## src/rtl/pms_pkg.sv

```systemverilog
`timescale 1ns/1ps
package pms_pkg;

  localparam int MODE_W = 3;

  typedef enum logic [MODE_W-1:0] {
    MODE_FULL  = 3'd0,
    MODE_ACT   = 3'd1,
    MODE_NOPLL = 3'd2,
    MODE_SLEEP = 3'd3,
    MODE_DEEP  = 3'd4,
    MODE_HIBER = 3'd5
  } pm_mode_e;

  typedef enum logic [2:0] {
    SEQ_IDLE,
    SEQ_LOCK,
    SEQ_SR_IN,
    SEQ_PARKED,
    SEQ_VINT_UP,
    SEQ_SR_OUT
  } seq_step_e;

  typedef struct packed {
    logic pll_en;
    logic pll_bypass;
    logic cclk_en;
    logic sclk_en;
    logic sclk_slow;
    logic vint_en;
    logic sr_req;
  } pwr_ctl_t;

  localparam pwr_ctl_t CTL_RESET = '{
    pll_en: 1'b1, pll_bypass: 1'b0, cclk_en: 1'b1, sclk_en: 1'b1,
    sclk_slow: 1'b0, vint_en: 1'b1, sr_req: 1'b0
  };

  function automatic logic is_run_mode(input pm_mode_e m);
    return (m == MODE_FULL) || (m == MODE_ACT) || (m == MODE_NOPLL);
  endfunction

endpackage

```

## src/rtl/pms_req_gate.sv

```systemverilog
`timescale 1ns/1ps
module pms_req_gate
  import pms_pkg::*;
(
  input  logic                 idle_i,
  input  pm_mode_e             cur_mode_i,
  input  logic                 req_valid_i,
  input  logic [MODE_W-1:0]    req_code_i,
  output logic                 accept_o,
  output pm_mode_e             target_o
);

  logic legal;

  always_comb begin
    unique case (req_code_i)
      3'd0:               legal = (cur_mode_i != MODE_FULL);
      3'd1:               legal = (cur_mode_i != MODE_ACT);
      3'd2:               legal = (cur_mode_i == MODE_ACT);
      3'd3, 3'd4, 3'd5:   legal = 1'b1;
      default:            legal = 1'b0;
    endcase
  end

  assign accept_o = req_valid_i && idle_i && is_run_mode(cur_mode_i) && legal;
  assign target_o = pm_mode_e'(req_code_i);

endmodule

```

## src/rtl/pms_mult_stage.sv

```systemverilog
`timescale 1ns/1ps
module pms_mult_stage #(
  parameter int MULT_W   = 6,
  parameter int MULT_DEF = 8
) (
  input  logic              clk_i,
  input  logic              rst_ni,
  input  logic              wr_i,
  input  logic [MULT_W-1:0] wr_val_i,
  input  logic              apply_i,
  input  logic              restore_i,
  output logic [MULT_W-1:0] applied_o
);

  localparam logic [MULT_W-1:0] DEF_VAL = MULT_W'(MULT_DEF);

  logic [MULT_W-1:0] staged_q;
  logic [MULT_W-1:0] applied_q;

  always_ff @(posedge clk_i or negedge rst_ni) begin
    if (!rst_ni) begin
      staged_q  <= DEF_VAL;
      applied_q <= DEF_VAL;
    end else if (restore_i) begin
      staged_q  <= DEF_VAL;
      applied_q <= DEF_VAL;
    end else begin
      if (wr_i)    staged_q  <= wr_val_i;
      if (apply_i) applied_q <= staged_q;
    end
  end

  assign applied_o = applied_q;

  assert_mult_hold_R4: assert property (@(posedge clk_i) disable iff (!rst_ni)
    (!apply_i && !restore_i) |=> $stable(applied_o));

  assert_mult_default_R7: assert property (@(posedge clk_i) disable iff (!rst_ni)
    restore_i |=> (applied_o == DEF_VAL));

endmodule

```

## src/rtl/pms_seq_fsm.sv

```systemverilog
`timescale 1ns/1ps
module pms_seq_fsm
  import pms_pkg::*;
(
  input  logic      clk_i,
  input  logic      rst_ni,
  input  logic      accept_i,
  input  pm_mode_e  target_i,
  input  logic      pll_lock_i,
  input  logic      sr_ack_i,
  input  logic      vint_ok_i,
  input  logic      irq_wake_i,
  input  logic      rtc_wake_i,
  output pwr_ctl_t  ctl_o,
  output pm_mode_e  mode_o,
  output logic      idle_o,
  output logic      dma_ok_o,
  output logic      mult_apply_o,
  output logic      mult_restore_o
);

  seq_step_e step_q;
  pm_mode_e  mode_q, goal_q;
  pwr_ctl_t  ctl_q;
  logic      dma_q;
  logic      wake;

  // deep sleep listens to the RTC only
  assign wake = rtc_wake_i || (irq_wake_i && (mode_q != MODE_DEEP));

  always_ff @(posedge clk_i or negedge rst_ni) begin
    if (!rst_ni) begin
      step_q <= SEQ_IDLE;
      mode_q <= MODE_FULL;
      goal_q <= MODE_FULL;
      ctl_q  <= CTL_RESET;
      dma_q  <= 1'b1;
    end else begin
      unique case (step_q)
        SEQ_IDLE: if (accept_i) begin
          goal_q <= target_i;
          unique case (target_i)
            MODE_FULL: begin
              ctl_q.pll_en <= 1'b1;
              step_q       <= SEQ_LOCK;
            end
            MODE_ACT: begin
              if (mode_q == MODE_NOPLL) begin
                ctl_q.pll_en <= 1'b1;
                step_q       <= SEQ_LOCK;
              end else begin
                ctl_q.pll_bypass <= 1'b1;
                mode_q           <= MODE_ACT;
              end
            end
            MODE_NOPLL: begin
              ctl_q.pll_en <= 1'b0;
              mode_q       <= MODE_NOPLL;
            end
            default: begin
              ctl_q.sr_req <= 1'b1;
              dma_q        <= 1'b0;
              step_q       <= SEQ_SR_IN;
            end
          endcase
        end
        SEQ_LOCK: if (pll_lock_i) begin
          if (goal_q == MODE_FULL) ctl_q.pll_bypass <= 1'b0;
          if (ctl_q.sr_req) begin
            ctl_q.sr_req <= 1'b0;
            step_q       <= SEQ_SR_OUT;
          end else begin
            mode_q <= goal_q;
            step_q <= SEQ_IDLE;
          end
        end
        SEQ_SR_IN: if (sr_ack_i) begin
          mode_q        <= goal_q;
          ctl_q.cclk_en <= 1'b0;
          unique case (goal_q)
            MODE_SLEEP: ctl_q.sclk_slow <= 1'b1;
            MODE_DEEP:  ctl_q.sclk_en   <= 1'b0;
            default: begin
              ctl_q.sclk_en    <= 1'b0;
              ctl_q.pll_en     <= 1'b0;
              ctl_q.pll_bypass <= 1'b1;
              ctl_q.vint_en    <= 1'b0;
            end
          endcase
          step_q <= SEQ_PARKED;
        end
        SEQ_PARKED: if (wake) begin
          goal_q <= MODE_FULL;
          if (mode_q == MODE_HIBER) begin
            ctl_q.vint_en <= 1'b1;
            step_q        <= SEQ_VINT_UP;
          end else begin
            ctl_q.cclk_en    <= 1'b1;
            ctl_q.sclk_en    <= 1'b1;
            ctl_q.sclk_slow  <= 1'b0;
            ctl_q.pll_en     <= 1'b1;
            ctl_q.pll_bypass <= 1'b1;
            step_q           <= SEQ_LOCK;
          end
        end
        SEQ_VINT_UP: if (vint_ok_i) begin
          ctl_q.cclk_en    <= 1'b1;
          ctl_q.sclk_en    <= 1'b1;
          ctl_q.sclk_slow  <= 1'b0;
          ctl_q.pll_en     <= 1'b1;
          ctl_q.pll_bypass <= 1'b1;
          step_q           <= SEQ_LOCK;
        end
        SEQ_SR_OUT: if (!sr_ack_i) begin
          mode_q <= MODE_FULL;
          dma_q  <= 1'b1;
          step_q <= SEQ_IDLE;
        end
        default: step_q <= SEQ_IDLE;
      endcase
    end
  end

  assign ctl_o          = ctl_q;
  assign mode_o         = mode_q;
  assign idle_o         = (step_q == SEQ_IDLE);
  assign dma_ok_o       = dma_q;
  assign mult_apply_o   = (step_q == SEQ_IDLE) && accept_i && (target_i == MODE_FULL);
  assign mult_restore_o = (step_q == SEQ_VINT_UP) && vint_ok_i;

  assert_gate_after_sr_ack_R5: assert property (@(posedge clk_i) disable iff (!rst_ni)
    $fell(ctl_q.cclk_en) |-> ($past(sr_ack_i) && ctl_q.sr_req));

  assert_no_dma_when_gated_R5: assert property (@(posedge clk_i) disable iff (!rst_ni)
    !ctl_q.cclk_en |-> !dma_q);

  assert_sr_release_late_R8: assert property (@(posedge clk_i) disable iff (!rst_ni)
    $fell(ctl_q.sr_req) |-> (ctl_q.cclk_en && ctl_q.sclk_en && $past(pll_lock_i)));

  assert_deep_holds_R6: assert property (@(posedge clk_i) disable iff (!rst_ni)
    (step_q == SEQ_PARKED && mode_q == MODE_DEEP && !rtc_wake_i) |=> (step_q == SEQ_PARKED));

  assert_supply_off_R7: assert property (@(posedge clk_i) disable iff (!rst_ni)
    !ctl_q.vint_en |-> (!ctl_q.cclk_en && !ctl_q.sclk_en && !ctl_q.pll_en));

  assert_full_on_R2: assert property (@(posedge clk_i) disable iff (!rst_ni)
    (step_q == SEQ_IDLE && mode_q == MODE_FULL) |->
      (ctl_q.pll_en && !ctl_q.pll_bypass && ctl_q.cclk_en && ctl_q.sclk_en));

endmodule

```

## src/rtl/pwr_mode_seq.sv

```systemverilog
`timescale 1ns/1ps
module pwr_mode_seq
  import pms_pkg::*;
#(
  parameter int MULT_W   = 6,
  parameter int MULT_DEF = 8
) (
  input  logic                 clk_i,
  input  logic                 rst_ni,
  input  logic                 req_valid_i,
  input  logic [2:0]           req_mode_i,
  input  logic                 mult_we_i,
  input  logic [MULT_W-1:0]    mult_i,
  input  logic                 irq_wake_i,
  input  logic                 rtc_wake_i,
  input  logic                 pll_lock_i,
  input  logic                 sr_ack_i,
  input  logic                 vint_ok_i,
  output logic                 pll_en_o,
  output logic                 pll_bypass_o,
  output logic                 cclk_en_o,
  output logic                 sclk_en_o,
  output logic                 sclk_slow_o,
  output logic                 vint_en_o,
  output logic                 sr_req_o,
  output logic [MULT_W-1:0]    mult_o,
  output logic [2:0]           mode_o,
  output logic                 idle_o,
  output logic                 dma_l1_ok_o
);

  logic     accept, idle, apply, restore, mult_wr;
  pm_mode_e target, mode;
  pwr_ctl_t ctl;

  pms_req_gate u_gate (
    .idle_i      (idle),
    .cur_mode_i  (mode),
    .req_valid_i (req_valid_i),
    .req_code_i  (req_mode_i),
    .accept_o    (accept),
    .target_o    (target)
  );

  pms_seq_fsm u_fsm (
    .clk_i          (clk_i),
    .rst_ni         (rst_ni),
    .accept_i       (accept),
    .target_i       (target),
    .pll_lock_i     (pll_lock_i),
    .sr_ack_i       (sr_ack_i),
    .vint_ok_i      (vint_ok_i),
    .irq_wake_i     (irq_wake_i),
    .rtc_wake_i     (rtc_wake_i),
    .ctl_o          (ctl),
    .mode_o         (mode),
    .idle_o         (idle),
    .dma_ok_o       (dma_l1_ok_o),
    .mult_apply_o   (apply),
    .mult_restore_o (restore)
  );

  assign mult_wr = mult_we_i && idle && ((mode == MODE_ACT) || (mode == MODE_NOPLL));

  pms_mult_stage #(.MULT_W(MULT_W), .MULT_DEF(MULT_DEF)) u_mult (
    .clk_i     (clk_i),
    .rst_ni    (rst_ni),
    .wr_i      (mult_wr),
    .wr_val_i  (mult_i),
    .apply_i   (apply),
    .restore_i (restore),
    .applied_o (mult_o)
  );

  assign pll_en_o     = ctl.pll_en;
  assign pll_bypass_o = ctl.pll_bypass;
  assign cclk_en_o    = ctl.cclk_en;
  assign sclk_en_o    = ctl.sclk_en;
  assign sclk_slow_o  = ctl.sclk_slow;
  assign vint_en_o    = ctl.vint_en;
  assign sr_req_o     = ctl.sr_req;
  assign mode_o       = mode;
  assign idle_o       = idle;

endmodule

```

## config.mk

```make
export PLATFORM = sky130hd
export DESIGN_NAME = pwr_mode_seq
export DESIGN_NICKNAME = d
export VERILOG_FILES = /design/src/rtl/pms_pkg.sv /design/src/rtl/pms_req_gate.sv /design/src/rtl/pms_mult_stage.sv /design/src/rtl/pms_seq_fsm.sv /design/src/rtl/pwr_mode_seq.sv
export SDC_FILE = /design/constraint.sdc
export NUM_CORES = 1
export LEC_CHECK = 0
export BUFFER_PORTS_ARGS = -buffer_cell sky130_fd_sc_hd__buf_2
export CAP_MARGIN = 20
export CORE_MARGIN = 1
export CORE_UTILIZATION = 45
export DETAILED_ROUTE_END_ITERATION = 7
export PLACE_DENSITY = 0.7
export SYNTH_ARGS = -nofsm -noshare
export SYNTH_HDL_FRONTEND = slang
export SYNTH_SLANG_ARGS = --single-unit
```

## constraint.sdc

```tcl
create_clock -name clk_i -period 5.6 [get_ports clk_i]
set_input_delay 1.12 -clock clk_i [delete_from_list [all_inputs] [get_ports clk_i]]
set_output_delay 1.12 -clock clk_i [all_outputs]
set_load 0.02 [all_outputs]
```

Word level (Yosys, flattened, before mapping)
Index checks and enable logic that the tools add are counted.

storage, ports and cells
  logic and storage cells = 147
  bits in registers = 29
  bits of input ports = 18

cells by class
  muxes and demuxes = 54
  reductions and logical operators = 42
  eq/ne operators = 38

operator list
  cell                                                              count
  3-bit two-way mux                                                 16
  6-bit two-way mux                                                 6
  2-bit != test (second input constant)                             12
  3-bit by 2-bit == test with 1-bit output (second input constant)  6
  3-bit == test (second input constant)                             6
  3-bit one-hot mux with 3 select lines                             2
  3-bit one-hot mux with 6 select lines                             1
  8-bit AND reduction                                               2
  1-bit two-way mux                                                 15
  3-bit logical NOT                                                 4
  3-bit one-hot mux with 2 select lines                             2
  3-bit one-hot mux with 4 select lines                             1
  6-bit AND reduction                                               2
  2-bit nonzero test                                                6
  11-bit AND reduction                                              1
  5-bit two-way mux                                                 2
  2-bit by 1-bit != test with 1-bit output (second input constant)  5
  5-bit AND reduction                                               2
  3-bit by 1-bit == test with 1-bit output (second input constant)  3
  1-bit logical AND                                                 9
  3-bit != test (second input constant)                             3
  9-bit AND reduction                                               1
  1-bit one-hot mux with 4 select lines                             2
  4-bit AND reduction                                               2
  13 further kinds                                                  23

Longest topological paths before layout
  word-level depth = 9
  mapped depth = 7
  depth with buffers taken out = 5

Cells and area by module
A second synthesis with hierarchy kept.

second synthesis, totals
  cells, all modules = 198
  area, all modules = 1820.5 um^2

by module, submodules not included
  module          sequential area each (um^2)  cells an instance  area an instance (um^2)  instances
  pms_seq_fsm     431.7                        145                1221.2                   1
  pms_mult_stage  302.8                        39                 503.0                    1
  pms_req_gate    0.0                          11                 73.8                     1
  pwr_mode_seq    0.0                          3                  22.5                     1

Least setup slack after synthesis
OpenSTA, ideal clock, no wires.

  path type = input to register
  from = input port req_mode_i[1]
  to = register u_fsm.mode_q[0] (netlist: u_fsm.mode_o[0])
  data required time = 5473 ps
  library setup time = 127 ps
  stages = 6
  arrival = 2507 ps
  setup slack = 2965 ps
  path buffers = 1
  cell sequence = clkbuf_1 -> nand2b_1 -> o21ai_0 -> nand2b_1 -> a2111oi_4 -> mux2_1

on the way
  longest elaborated chain between the ends = 6

ends and longest elaborated chain
  element                                                                           line                text
  from (decl)                                                                       pwr_mode_seq.sv:11  input logic [2:0] req_mode_i,
  3-bit by 2-bit == test with 1-bit output / 3-bit == test (equally long branches)  pms_req_gate.sv:16  unique case (req_code_i)
  3-bit OR reduction                                                                pms_req_gate.sv:16
  1-bit one-hot mux with 4 select lines                                             pms_req_gate.sv:16
  1-bit logical AND                                                                 pms_req_gate.sv:25  assign accept_o = req_valid_i && idle_i && is_run_mode(cur_mode_i) && legal;
  2-bit by 1-bit != test with 1-bit output (no line)                                -
  8-bit AND reduction (no line)                                                     -
  to (signal assigned)                                                              pms_seq_fsm.sv:73   mode_q <= goal_q;
  to (signal assigned)                                                              pms_seq_fsm.sv:78   mode_q <= goal_q;
  to (decl)                                                                         pms_seq_fsm.sv:23   pm_mode_e mode_q, goal_q;

Parallel ways exist; a longest one is shown, timed or not. The select of a mux whose other input is x is not followed.
A chain may end at the register's enable or synchronous reset.

Final worst setup path
  from = register u_fsm.step_q[0]
  to = output port idle_o

on the way
  longest elaborated chain between the ends = 1

ends and longest elaborated chain
  element                 line                text
  from (decl)             pms_seq_fsm.sv:22   seq_step_e step_q;
  from (signal assigned)  pms_seq_fsm.sv:33   step_q <= SEQ_IDLE;
  from (signal assigned)  pms_seq_fsm.sv:45   step_q <= SEQ_LOCK;
  from (signal assigned)  pms_seq_fsm.sv:50   step_q <= SEQ_LOCK;
  3-bit logical NOT       pms_seq_fsm.sv:126  assign idle_o = (step_q == SEQ_IDLE);
  to (decl)               pwr_mode_seq.sv:28  output logic idle_o,

No other way between the ends.

==> impl_metrics.yaml <==
run_status:
  status: "finished, final reports clean"
sta:
  hold_violations: 0
  setup_slack_ns: 2.93
  relSlewSlack: 0.541
  period_share: 0.477
  setup_tns_ns: 0
  max_freq_mhz: 374
  slew_viol_final: 0
  fin_crit_ns: 2.67
  grt_setup_unrepaired: "false"
  worst_pin_slew_ns: 0.689
  finalSetupViolCount: 0
  skew_ns: 0.00760
logic_synthesis:
  avgSynthCellArea_sq_um: 9.57
  synth-xor-area-share: 0
  synth_compound_area_frac: 0.242
  synthMuxAreaShare: 0.0667
  syn-cell-area_sq_um: 1840
  ys_warn_count: 0
  ys_types: 58
  synth-edff-count: 0
  synthCells: 192
  synthAdderAreaFrac: 0
  synth_seq_cells: 29
  ys_seq_area_frac: 0.400
  synth_top_family_by_area: "compound AO/OA/AOI/OAI gates"
  ys.flop_type: "dfrtp_1"
  synth_area_leader_cell: "dfrtp_1"
  syn_nets: 210
  async_flop_share: 1.00
  yosys.area_share.simple: 0.240
  netlist_top_cells_area: "dfrtp_1 (30%), dfstp_2 (10%), nand2_1 (4.9%)"
  synth_top_area_share: 0.300
setup_path:
  required_ns: 4.48
  path_class: "register to output port"
  crit_arrival_ns: 1.55
  crit_fanout: 19
  reg2regPathDepth: 5
  critPathCaptureType: "output port"
  cp-start-kind: "register"
cts:
  h-tree-depth: 2
  clk_latency_ns: 0.28
  max-clock-path-buffers: 2
  cts.sink_count: 29
  cts_tree: "built"
  cts_buffers: 5
  cts_setup_buffers: 0
  hold_buffers: 0
  clockRootBuffer: "clkbuf_8"
  cts.clk_slew.worst_paths_ns: 0.07
  cts_resized: 0
power_and_ir_drop:
  power_leakage_nw: 0.929
  peakVddDrop_v: 0.000270
  powerDensity_nw_per_um2: 560
hold_path:
  min_path_type: "register to register"
  hold_depth: 2
place:
  dpl_cell_area_sq_um: 2020
  portBuffers: 35
  hpwl_microns: 3040
  routabilityCongestion: 0.897
  detailedPlace.worstSlack_ns: 2.83
global_routing:
  grt_max_degree: 30
  antenna_found_initial: 0
  grt-ovfl-total: 0
  grt_pass1_wl_microns: 6930
  grtUsageTotal: 0.215
  grt_pass1_vias: 1430
detailed_routing:
  wl_per_cell_microns: 15.4
  dr.first_iter.drc_count: 95
  vias_per_cell: 5.70
  route.vias.total: 1551
  routed_wirelength_microns: 4180
  ant_nets: 0
  drc_errors: 0
  drt-pass1-iter-count: 4
cells_and_area:
  multi_input_area_sq_um: 1010
  nets: 241
  drive_gt1_frac: 0.286
  fillCellCount: 343
  areaGrowthSynthToFinish_pct: 14.4
  seqCellArea_sq_um: 734
  design_area_sq_um: 2100
  n_antenna_cell: 0
floorplan:
  coreArea_sq_um: 3800
  fp.dieH_microns: 65.9
  ios: 36
  initial_core_util: 0.484
  die_area_sq_um: 4340
  die_x_microns: 65.9
  rows: 22
job:
  cap_violations: 0
[layout by cell type (no fill, tap or decap), types with 3 or more instances in the layout]
cell and n:
inv_1 10, nor3b_1 3, a22o_1 6, nand2_1 24, nor2_1 11, buf_2 35
mux2i_1 7, nand2b_1 7, a31oi_1 3, o21ai_0 13, nor2b_1 3, clkbuf_8 5
dfrtp_1 22, dfstp_2 7, a21oi_1 9, nor3_1 6, a211oi_1 3
[sequential cells by signal, summed over array words and instances (netlist names)]
name,count
u_mult.staged_q,6
u_fsm.step_q,3
u_fsm.ctl_o,7
u_fsm.mode_o,3
u_mult.applied_o,6
u_fsm.goal_q,3
u_fsm.dma_ok_o,1
[power breakdown]
part           internal (mW)  leakage (nW)  switching [mW]  total (mW)
clock                 0.0855        0.0439          0.0812       0.167
combinational          0.258         0.533           0.329       0.586
sequential             0.307         0.352           0.116       0.424
total                  0.651         0.929           0.526        1.18
[metal layers]
layer,vias to the layer above,part of all wire,GRT usage,routed length (microns)
li1,765,-,-,-
met1,725,0.51,0.319,2120
met2,53,0.43,0.295,1780
met3,8,0.051,0.0569,215
met4,0,0.014,0.0788,57
met5,-,0,0,0
[cells by family after synthesis]
group	count (synthesis)
compound gates	57
mux	11
flops	29
buf+inv	21
simple gates	74
[area by class of cell]
cell class / instances / area share
clock inverter: 3 / 0.00833
inverter: 10 / 0.0179
multi-input combinational: 142 / 0.480
tap: 48 / 0.0286
sequential: 29 / 0.349
timing repair buffer: 35 / 0.0833
clock buffer: 5 / 0.0327
[final timing paths]
| path | start | to | slack [ns] |
|---|---|---|---|
| min in group asynchronous | rst_ni | u_fsm.step_q[0] | 0.85 |
| hold / removal | u_mult.staged_q[3] | u_mult.applied_o[3] | 0.49 |
| setup / recovery | u_fsm.step_q[0] | idle_o | 2.93 |
| hold reg to reg | u_mult.staged_q[3] | u_mult.applied_o[3] | 0.49 |
| max in group asynchronous | rst_ni | u_mult.applied_o[1] | 4.33 |
| setup reg to reg | u_fsm.step_q[0] | u_fsm.step_q[0] | 3.07 |
[through the flow]
stage | instances | hold WS (ns) | util | power [mW]
4_1_cts | 272 | 0.489 | 0.553 | 1.18
2_1_floorplan | 192 | 0.455 | - | 0.874
3_5_place_dp | 264 | 0.485 | 0.531 | 1.01
3_3_place_gp | 264 | 0.473 | 0.531 | 1.00
6_report | 272 | 0.485 | 0.553 | 1.18
5_1_grt | 272 | 0.519 | 0.553 | 1.26
[worst max-delay path, stage by stage (launching register included)]
cell and delay (ns):
dfrtp_1 0.63, nor3_4 0.41, buf_2 0.23
[Yosys cell counts, types with 2 or more instances]
library cell / instances
nand2b_1: 7
buf_2: 4
clkbuf_1: 4
dfrtp_1: 22
a31oi_1: 3
mux2_4: 2
inv_1: 10
mux2_1: 2
nor3_1: 6
nor2_1: 11
nor2b_1: 3
a2bb2oi_1: 2
or4b_1: 2
or3_1: 2
nand2_1: 24
nand3b_1: 2
nor2_2: 2
a211o_1: 2
dfstp_2: 7
a22o_1: 6
nor4b_1: 2
a211oi_1: 3
nor3b_1: 3
a21oi_1: 9
mux2i_1: 7
o21ai_0: 13
Note: power is estimated with default switching activity, not from simulation.
